[config.mk]
export PLATFORM = sky130hd
export DESIGN_NAME = mul_apx_top
export DESIGN_NICKNAME = d
export VERILOG_FILES = /design/src/rtl/mul_apx_pkg.sv /design/src/rtl/mul_apx_ppgen.sv /design/src/rtl/mul_apx_stage.sv /design/src/rtl/mul_apx_cpa.sv /design/src/rtl/mul_apx_top.sv
export SDC_FILE = /design/constraint.sdc
export NUM_CORES = 1
export LEC_CHECK = 0
export BUFFER_PORTS_ARGS = -buffer_cell sky130_fd_sc_hd__buf_4
export CAP_MARGIN = 20
export CORE_MARGIN = 5
export CORE_UTILIZATION = 45
export CTS_BUF_LIST = sky130_fd_sc_hd__clkbuf_8
export CTS_CLUSTER_DIAMETER = 80
export DETAILED_ROUTE_END_ITERATION = 16
export PLACE_DENSITY = 0.7
export SLEW_MARGIN = 20
export SYNTH_ARGS = -nofsm -noshare
export SYNTH_HDL_FRONTEND = slang
export SYNTH_SLANG_ARGS = --single-unit
[constraint.sdc]
create_clock -name clk -period 10.6 [get_ports clk]
set_input_delay 0.53 -clock clk [delete_from_list [all_inputs] [get_ports clk]]
set_output_delay 0.53 -clock clk [all_outputs]
set_load 0.1 [all_outputs]
[src/rtl/mul_apx_pkg.sv]
package mul_apx_pkg;

  // Output bundle shared by every reduction element.
  typedef struct packed {
    logic s;   // bit kept in the same column
    logic c;   // bit moved one column up
    logic co;  // second upward bit (exact 4:2 only)
    logic f;   // error flag (approximate kinds only)
  } cmp_t;

  function automatic cmp_t cell_ha(input logic x1, input logic x2);
    cmp_t r;
    r.s  = x1 ^ x2;
    r.c  = x1 & x2;
    r.co = 1'b0;
    r.f  = 1'b0;
    return r;
  endfunction

  function automatic cmp_t cell_fa(input logic x1, input logic x2, input logic x3);
    cmp_t r;
    r.s  = x1 ^ x2 ^ x3;
    r.c  = (x1 & x2) | (x1 & x3) | (x2 & x3);
    r.co = 1'b0;
    r.f  = 1'b0;
    return r;
  endfunction

  // Exact 4:2: x1+x2+x3+x4+ci == s + 2*(c + co).
  function automatic cmp_t cell_exact42(input logic x1, input logic x2, input logic x3,
                                        input logic x4, input logic ci);
    cmp_t r;
    logic s1;
    s1   = x1 ^ x2 ^ x3;
    r.co = (x1 & x2) | (x1 & x3) | (x2 & x3);
    r.s  = s1 ^ x4 ^ ci;
    r.c  = (s1 & x4) | (s1 & ci) | (x4 & ci);
    r.f  = 1'b0;
    return r;
  endfunction

  // Approximate 4:2 whose sum bit is always right; it can only under-count by 2.
  function automatic cmp_t cell_apx_sum(input logic x1, input logic x2, input logic x3,
                                        input logic x4);
    cmp_t r;
    r.s  = x1 ^ x2 ^ x3 ^ x4;
    r.c  = (x1 & x2) | (x3 & x4);
    r.co = 1'b0;
    r.f  = (x1 | x2) & (x3 | x4);
    return r;
  endfunction

  // Approximate 4:2 whose carry bit is always right; error lies in {+1,-1,-2}.
  function automatic cmp_t cell_apx_carry(input logic x1, input logic x2, input logic x3,
                                          input logic x4);
    cmp_t r;
    r.c  = (x1 & x2) | (x1 & x3) | (x1 & x4) | (x2 & x3) | (x2 & x4) | (x3 & x4);
    r.s  = (x1 | x2) ^ (x3 | x4);
    r.co = 1'b0;
    r.f  = x1 & x2 & x3 & x4;
    return r;
  endfunction

  // Number of Dadda height limits (2, 3, 4, 6, 9, ...) below height h.
  function automatic int dadda_steps(input int h);
    int d;
    int k;
    d = 2;
    k = 0;
    while (d < h) begin
      k = k + 1;
      d = (d * 3) / 2;
    end
    return k;
  endfunction

  function automatic int dadda_term(input int k);
    int d;
    d = 2;
    for (int i = 0; i < k; i++) d = (d * 3) / 2;
    return d;
  endfunction

  // Height limit for reduction stage s of a matrix of height h.
  function automatic int dadda_target(input int h, input int s);
    int n;
    n = dadda_steps(h);
    if (s >= n - 1) return 2;
    return dadda_term(n - 1 - s);
  endfunction

endpackage

[src/rtl/mul_apx_ppgen.sv]
module mul_apx_ppgen #(
  parameter int N    = 8,
  parameter int COLS = 2 * N + 1,
  parameter int H    = N + 4
) (
  input  logic [N-1:0] a_i,
  input  logic [N-1:0] b_i,
  output logic [H-1:0] col_o [COLS],
  output int           cnt_o [COLS]
);

  // Column c gathers a[i]&b[j] with i+j == c, ordered by ascending i.
  always_comb begin
    for (int c = 0; c < COLS; c++) begin
      col_o[c] = '0;
      cnt_o[c] = 0;
    end
    for (int i = 0; i < N; i++) begin
      for (int j = 0; j < N; j++) begin
        col_o[i+j][cnt_o[i+j]] = a_i[i] & b_i[j];
        cnt_o[i+j]             = cnt_o[i+j] + 1;
      end
    end
  end

endmodule

[src/rtl/mul_apx_stage.sv]
module mul_apx_stage
  import mul_apx_pkg::*;
#(
  parameter int N      = 8,
  parameter int COLS   = 2 * N + 1,
  parameter int H      = N + 4,
  parameter int TARGET = 2,
  parameter bit FIRST  = 1'b0
) (
  input  logic [H-1:0] col_i [COLS],
  input  int           cnt_i [COLS],
  output logic [H-1:0] col_o [COLS],
  output int           cnt_o [COLS],
  output logic         flag_o
);

  localparam int SPLIT = N / 2;   // low columns at or above this use the carry-exact kind

  always_comb begin
    int           rem;
    int           pos;
    int           excess;
    int           take;
    int           cn;
    logic         have;
    logic         two;
    cmp_t         r;
    logic [H+4:0] w;

    for (int c = 0; c < COLS; c++) begin
      col_o[c] = '0;
      cnt_o[c] = 0;
    end
    flag_o = 1'b0;

    // Ascending order: carries from column c-1 already sit in cnt_o[c].
    for (int c = 0; c < COLS; c++) begin
      cn  = (c + 1 < COLS) ? c + 1 : c;
      pos = 0;
      rem = cnt_i[c];
      for (int k = 0; k < H; k++) begin
        w      = {5'b0, col_i[c]} >> pos;
        excess = cnt_o[c] + rem - TARGET;
        have   = 1'b0;
        two    = 1'b0;
        take   = 0;
        r      = '0;
        if (FIRST && (c < N) && (k == 0) && (rem >= 4)) begin
          // one approximate compressor per low column, first stage only
          if (c >= SPLIT) r = cell_apx_carry(w[0], w[1], w[2], w[3]);
          else            r = cell_apx_sum(w[0], w[1], w[2], w[3]);
          have   = 1'b1;
          take   = 4;
          flag_o = flag_o | r.f;
        end else if ((excess > 0) && (rem >= 2)) begin
          have = 1'b1;
          if ((rem >= 4) && (excess >= 3)) begin
            take = ((rem >= 5) && (excess >= 4)) ? 5 : 4;
            r    = cell_exact42(w[0], w[1], w[2], w[3], (take == 5) ? w[4] : 1'b0);
            two  = 1'b1;
          end else if ((rem >= 3) && (excess >= 2)) begin
            r    = cell_fa(w[0], w[1], w[2]);
            take = 3;
          end else begin
            r    = cell_ha(w[0], w[1]);
            take = 2;
          end
        end
        if (have) begin
          pos = pos + take;
          rem = rem - take;
          if (cnt_o[c] < H) begin
            col_o[c][cnt_o[c]] = r.s;
            cnt_o[c]           = cnt_o[c] + 1;
          end
          if ((c + 1 < COLS) && (cnt_o[cn] < H)) begin
            col_o[cn][cnt_o[cn]] = r.c;
            cnt_o[cn]            = cnt_o[cn] + 1;
          end
          if (two && (c + 1 < COLS) && (cnt_o[cn] < H)) begin
            col_o[cn][cnt_o[cn]] = r.co;
            cnt_o[cn]            = cnt_o[cn] + 1;
          end
        end
      end
      // untouched bits pass straight to the next stage
      for (int k = 0; k < H; k++) begin
        if ((k >= pos) && (k < cnt_i[c]) && (cnt_o[c] < H)) begin
          col_o[c][cnt_o[c]] = col_i[c][k];
          cnt_o[c]           = cnt_o[c] + 1;
        end
      end
    end
  end

endmodule

[src/rtl/mul_apx_cpa.sv]
module mul_apx_cpa #(
  parameter int N       = 8,
  parameter int COLS    = 2 * N + 1,
  parameter int H       = N + 4,
  parameter bit RECOVER = 1'b0
) (
  input  logic [H-1:0]   col_i [COLS],
  input  int             cnt_i [COLS],
  input  logic           corr_i,
  output logic [2*N-1:0] sum_o
);

  localparam int W = 2 * N;

  logic [W-1:0] acc;
  logic         unused_top;

  // Adds every remaining row; rows past each column's height are zero.
  always_comb begin
    logic [W-1:0] row;
    acc = '0;
    for (int r = 0; r < H; r++) begin
      for (int c = 0; c < W; c++) row[c] = (r < cnt_i[c]) ? col_i[c][r] : 1'b0;
      acc = acc + row;
    end
  end

  // Column 2N always sums to zero because the product fits in 2N bits.
  assign unused_top = (^col_i[COLS-1]) ^ (cnt_i[COLS-1] != 0);

  generate
    if (RECOVER) begin : g_rec
      assign sum_o = acc + (W'(corr_i) << (N - 1));
    end else begin : g_basic
      logic unused_corr;
      assign unused_corr = corr_i;
      assign sum_o       = acc;
    end
  endgenerate

endmodule

[src/rtl/mul_apx_top.sv]
module mul_apx_top
  import mul_apx_pkg::*;
#(
  parameter int N       = 8,
  parameter bit RECOVER = 1'b0
) (
  input  logic           clk,
  input  logic           rst,
  input  logic [N-1:0]   a_i,
  input  logic [N-1:0]   b_i,
  output logic [2*N-1:0] prod_o
);

  localparam int W    = 2 * N;
  localparam int COLS = W + 1;
  localparam int H    = N + 4;
  localparam int NST  = dadda_steps(N) + 1;

  logic [H-1:0] pp_col [COLS];
  int           pp_cnt [COLS];
  logic [NST-1:0] flg;
  logic [W-1:0]   prod_d;

  mul_apx_ppgen #(.N(N), .COLS(COLS), .H(H)) u_pp (
    .a_i   (a_i),
    .b_i   (b_i),
    .col_o (pp_col),
    .cnt_o (pp_cnt)
  );

  generate
    for (genvar s = 0; s < NST; s++) begin : g_stage
      logic [H-1:0] col_in  [COLS];
      int           cnt_in  [COLS];
      logic [H-1:0] col_n   [COLS];
      int           cnt_n   [COLS];
      logic         flag_n;
      if (s == 0) begin : g_src
        assign col_in = pp_col;
        assign cnt_in = pp_cnt;
      end else begin : g_src
        assign col_in = g_stage[s-1].col_n;
        assign cnt_in = g_stage[s-1].cnt_n;
      end
      mul_apx_stage #(
        .N(N), .COLS(COLS), .H(H),
        .TARGET(dadda_target(N, s)),
        .FIRST(s == 0)
      ) u_st (
        .col_i  (col_in),
        .cnt_i  (cnt_in),
        .col_o  (col_n),
        .cnt_o  (cnt_n),
        .flag_o (flag_n)
      );
      assign flg[s] = flag_n;
    end
  endgenerate

  mul_apx_cpa #(.N(N), .COLS(COLS), .H(H), .RECOVER(RECOVER)) u_cpa (
    .col_i  (g_stage[NST-1].col_n),
    .cnt_i  (g_stage[NST-1].cnt_n),
    .corr_i (|flg),
    .sum_o  (prod_d)
  );

  always_ff @(posedge clk) begin
    if (rst) prod_o <= '0;
    else     prod_o <= prod_d;
  end

endmodule

==> results.py <==
metrics = {
    "synthesis": {
        "postSynthAreaPerCell_um2": 8.382,
        "ys_seq_area_share_pct": 13.70,
        "ys_top_cells_by_area": "fa_1 (22%), dfxtp_1 (14%), ha_1 (11%)",
        "netlist-cell-type-count": 44,
        "async_flop_share_pct": 0,
        "yosysWarnings": 0,
        "syn-num-nets": 344,
        "synth_top_area_share_pct": 22.26,
        "synth_area_um2": 2338,
        "synth-seq-cells": 16,
        "synth_area_leader_cell": "fa_1",
        "synth-edff-count": 0,
        "syn_inst": 279,
        "synthFlopType": "dfxtp_1",
    },
    "clock_network": {
        "clockRootBuffer": "clkbuf_8",
        "clkSlewWorstSetupHoldPaths_ns": 0.06,
        "clockBufferDepth": 2,
        "post_cts_buffers": 0,
        "cts.sinks": 16,
        "cts_tree": "built",
        "h-tree-depth": 1,
        "numCtsBuffers": 3,
        "ctsHoldBuffers": 0,
        "cts_resized": 0,
    },
    "timing": {
        "holdWs_ns": 0.5822,
        "setup_viol_count_final": 0,
        "rsz0062_at_grt": "no",
        "relSlewSlack_pct": 78.88,
        "post-route-min-period_ns": 4.724,
        "finalSetupTns_ns": 0,
        "tightest_slew_ns": 0.3125,
        "finalCritPeriodShare_pct": 44.57,
        "hold_viol": 0,
        "fmax_ghz": 0.2117,
        "drv_slew": 0,
    },
    "route": {
        "viasPerCell": 5.059,
        "routedWlPerCell_um": 11.93,
        "dr.pass1.iters": 4,
        "drc": 0,
        "postRouteAntennaNets": 0,
        "drt-initial-drc-count": 49,
        "vias": 1897,
        "drt-total-wl_mm": 4.473,
    },
    "min_path": {
        "hp-start": "b_i[0]",
        "holdPathStages": 3,
        "worst_hold_path_type": "in2reg",
        "holdPathEnd": "prod_o[0]",
    },
    "pwr": {
        "p_leak_nw": 1.294,
        "swShare_pct": 54.37,
        "p_int_w": 0.0002631,
        "p_clk_share_pct": 8.9,
        "p_per_area_nw_per_um2": 215.3,
        "p_switching_w": 0.0003135,
        "combPwrFrac_pct": 77.0,
        "vdd_ir_drop_max_uv": 142.7,
        "power.share.sequential_pct": 14.1,
    },
    "floorplan": {
        "dieArea_um2": 6738,
        "coreArea_um2": 5075,
        "rows": 26,
        "pin_count": 34,
        "die_y_um": 82.09,
        "fp.dieW_um": 82.09,
        "start_util_pct": 46.08,
    },
    "critical_path": {
        "crit_type": "in2reg",
        "critPathLaunchType": "primary input",
        "worstSetupEndpointType": "register",
        "critPathTopFamily": "adder cells",
        "crit_arrival_ns": 4.86,
        "slowest_stage": "fa_1",
        "path_buf_inv": 4,
        "crit_chain": "buf_4 -> nand2_1 -> fa_1 -> inv_1 -> fa_1 -> inv_1 -> fa_1 -> fa_1 -> fa_1 -> inv_1 -> ha_1 -> and3_4 -> and2_4 -> and3_4 -> a211oi_2 -> mux2_4",
        "slowest_delay_ns": 0.54,
        "crit_top_cell": "fa_1",
        "worstPathMaxFanout": 10,
        "cp.required_ns": 10.73,
    },
    "layout": {
        "num_antenna_cells": 0,
        "design_area_um2": 2679,
        "drive_gt1_share_pct": 17.38,
        "syn2layout_area_growth_pct": 14.55,
        "nets": 371,
        "top_regs": "prod_o: 16 flops",
        "regMostFlops": "prod_o",
        "largest_reg_flops": 16,
        "final_cell_count_no_fill": 375,
    },
    "grt": {
        "track_usage_pct": 14.87,
        "antenna_found_initial": 0,
        "grt_pass1_vias": 1831,
        "grt_max_degree": 23,
        "grt_pass1_wl_mm": 8.066,
        "grt_overflow": 0,
    },
    "place": {
        "postPlaceCellArea_um2": 2624,
        "finalWeightedCongestion": 0.7403,
        "io_buffer_count": 33,
        "hpwl_mm": 3.902,
        "placed_cells_incl_taps": 371,
    },
    "flow_run": {
        "cap_violations": 0,
    },
    "status": {
        "status": "finished clean",
    },
}
## metal layers
layer | part of all wire [%] | GRT usage, % | routed length, um | vias up
met5 | 0 | 0 | 0 | -
met2 | 48 | 25.85 | 2144 | 25
met4 | 1.1 | 4.485 | 51 | 0
li1 | - | - | - | 981
met1 | 48 | 19.65 | 2138 | 887
met3 | 3.1 | 0.9868 | 139 | 4
## logic make-up (layout without fill, tap and decap cells)
| family | after synthesis | in the layout | synth area share, % |
|---|---|---|---|
| simple gates | 107 | 107 | 23.65 |
| fa+ha+maj | 49 | 49 | 34.35 |
| compound gates | 49 | 49 | 14.98 |
| buf+inv | 44 | 70 | 7.437 |
| flops | 16 | 16 | 13.70 |
| xor+xnor | 11 | 11 | 4.120 |
| mux | 3 | 3 | 1.766 |
## power by group through the flow
stage	clock network [W]	logic, W	registers, W
global placement	0	0.000439	0.0000826
floorplan	0	0.000245	0.000203
detailed placement	0	0.000445	0.0000828
global route	0.0000567	0.000491	0.0000827
finish	0.0000514	0.000444	0.0000813
CTS	0.0000525	0.000447	0.0000815
## synthesized netlist by cell type, types with 5 or more instances
cell / count
dfxtp_1: 16
nand3_1: 6
a22oi_1: 5
ha_1: 21
nand2_1: 38
fa_1: 26
o21ai_0: 5
xnor2_1: 7
a21oi_1: 13
and2_1: 30
nor2_1: 15
a21o_1: 5
inv_1: 33
clkbuf_1: 9
## cell type report
cell class / count / area [um2]
fill: 516 / 2396
clock buffer: 4 / 55.05
timing repair buffer: 33 / 247.7
inverter: 33 / 123.9
sequential: 16 / 320.3
tap: 70 / 87.58
multi-input combinational: 219 / 1844
## cell usage in the layout, fill, tap and decap left out, types with 2 or more instances in the layout
master	count
and2_4	2
nand3_1	6
xnor2_1	7
dfxtp_1	16
inv_1	33
maj3_1	2
nor2_1	15
a211oi_1	4
xor2_1	4
nor3_1	2
a21oi_1	13
o21ai_0	5
fa_1	26
clkbuf_8	4
a21oi_2	2
ha_1	21
a22oi_1	5
nor2b_1	4
a211oi_2	3
a31oi_1	2
and2_1	30
a21o_1	5
buf_4	33
mux2_4	2
nand4_1	3
nand2_1	38
and3_4	2
## through the flow
| step | setup WS (ns) | power [W] | util (%) |
|---|---|---|---|
| 2_1_floorplan | 5.581 | 0.0004479 | - |
| 3_3_place_gp | 5.658 | 0.0005213 | 51.70 |
| 5_1_grt | 5.629 | 0.0006300 | 52.79 |
| 3_5_place_dp | 5.608 | 0.0005276 | 51.70 |
| 4_1_cts | 5.865 | 0.0005807 | 52.79 |
| 6_report | 5.876 | 0.0005766 | 52.79 |
## worst max-delay path by stage
stage	startpoint	to	depth (start not counted)
after floorplan	a_i[1]	prod_o[14]	16
after global placement	a_i[1]	prod_o[14]	16
after detailed placement	a_i[1]	prod_o[14]	16
after CTS	a_i[1]	prod_o[14]	16
after global routing	a_i[1]	prod_o[14]	16
final	a_i[1]	prod_o[14]	16
No activity file was read; power rests on OpenSTA's default activity.
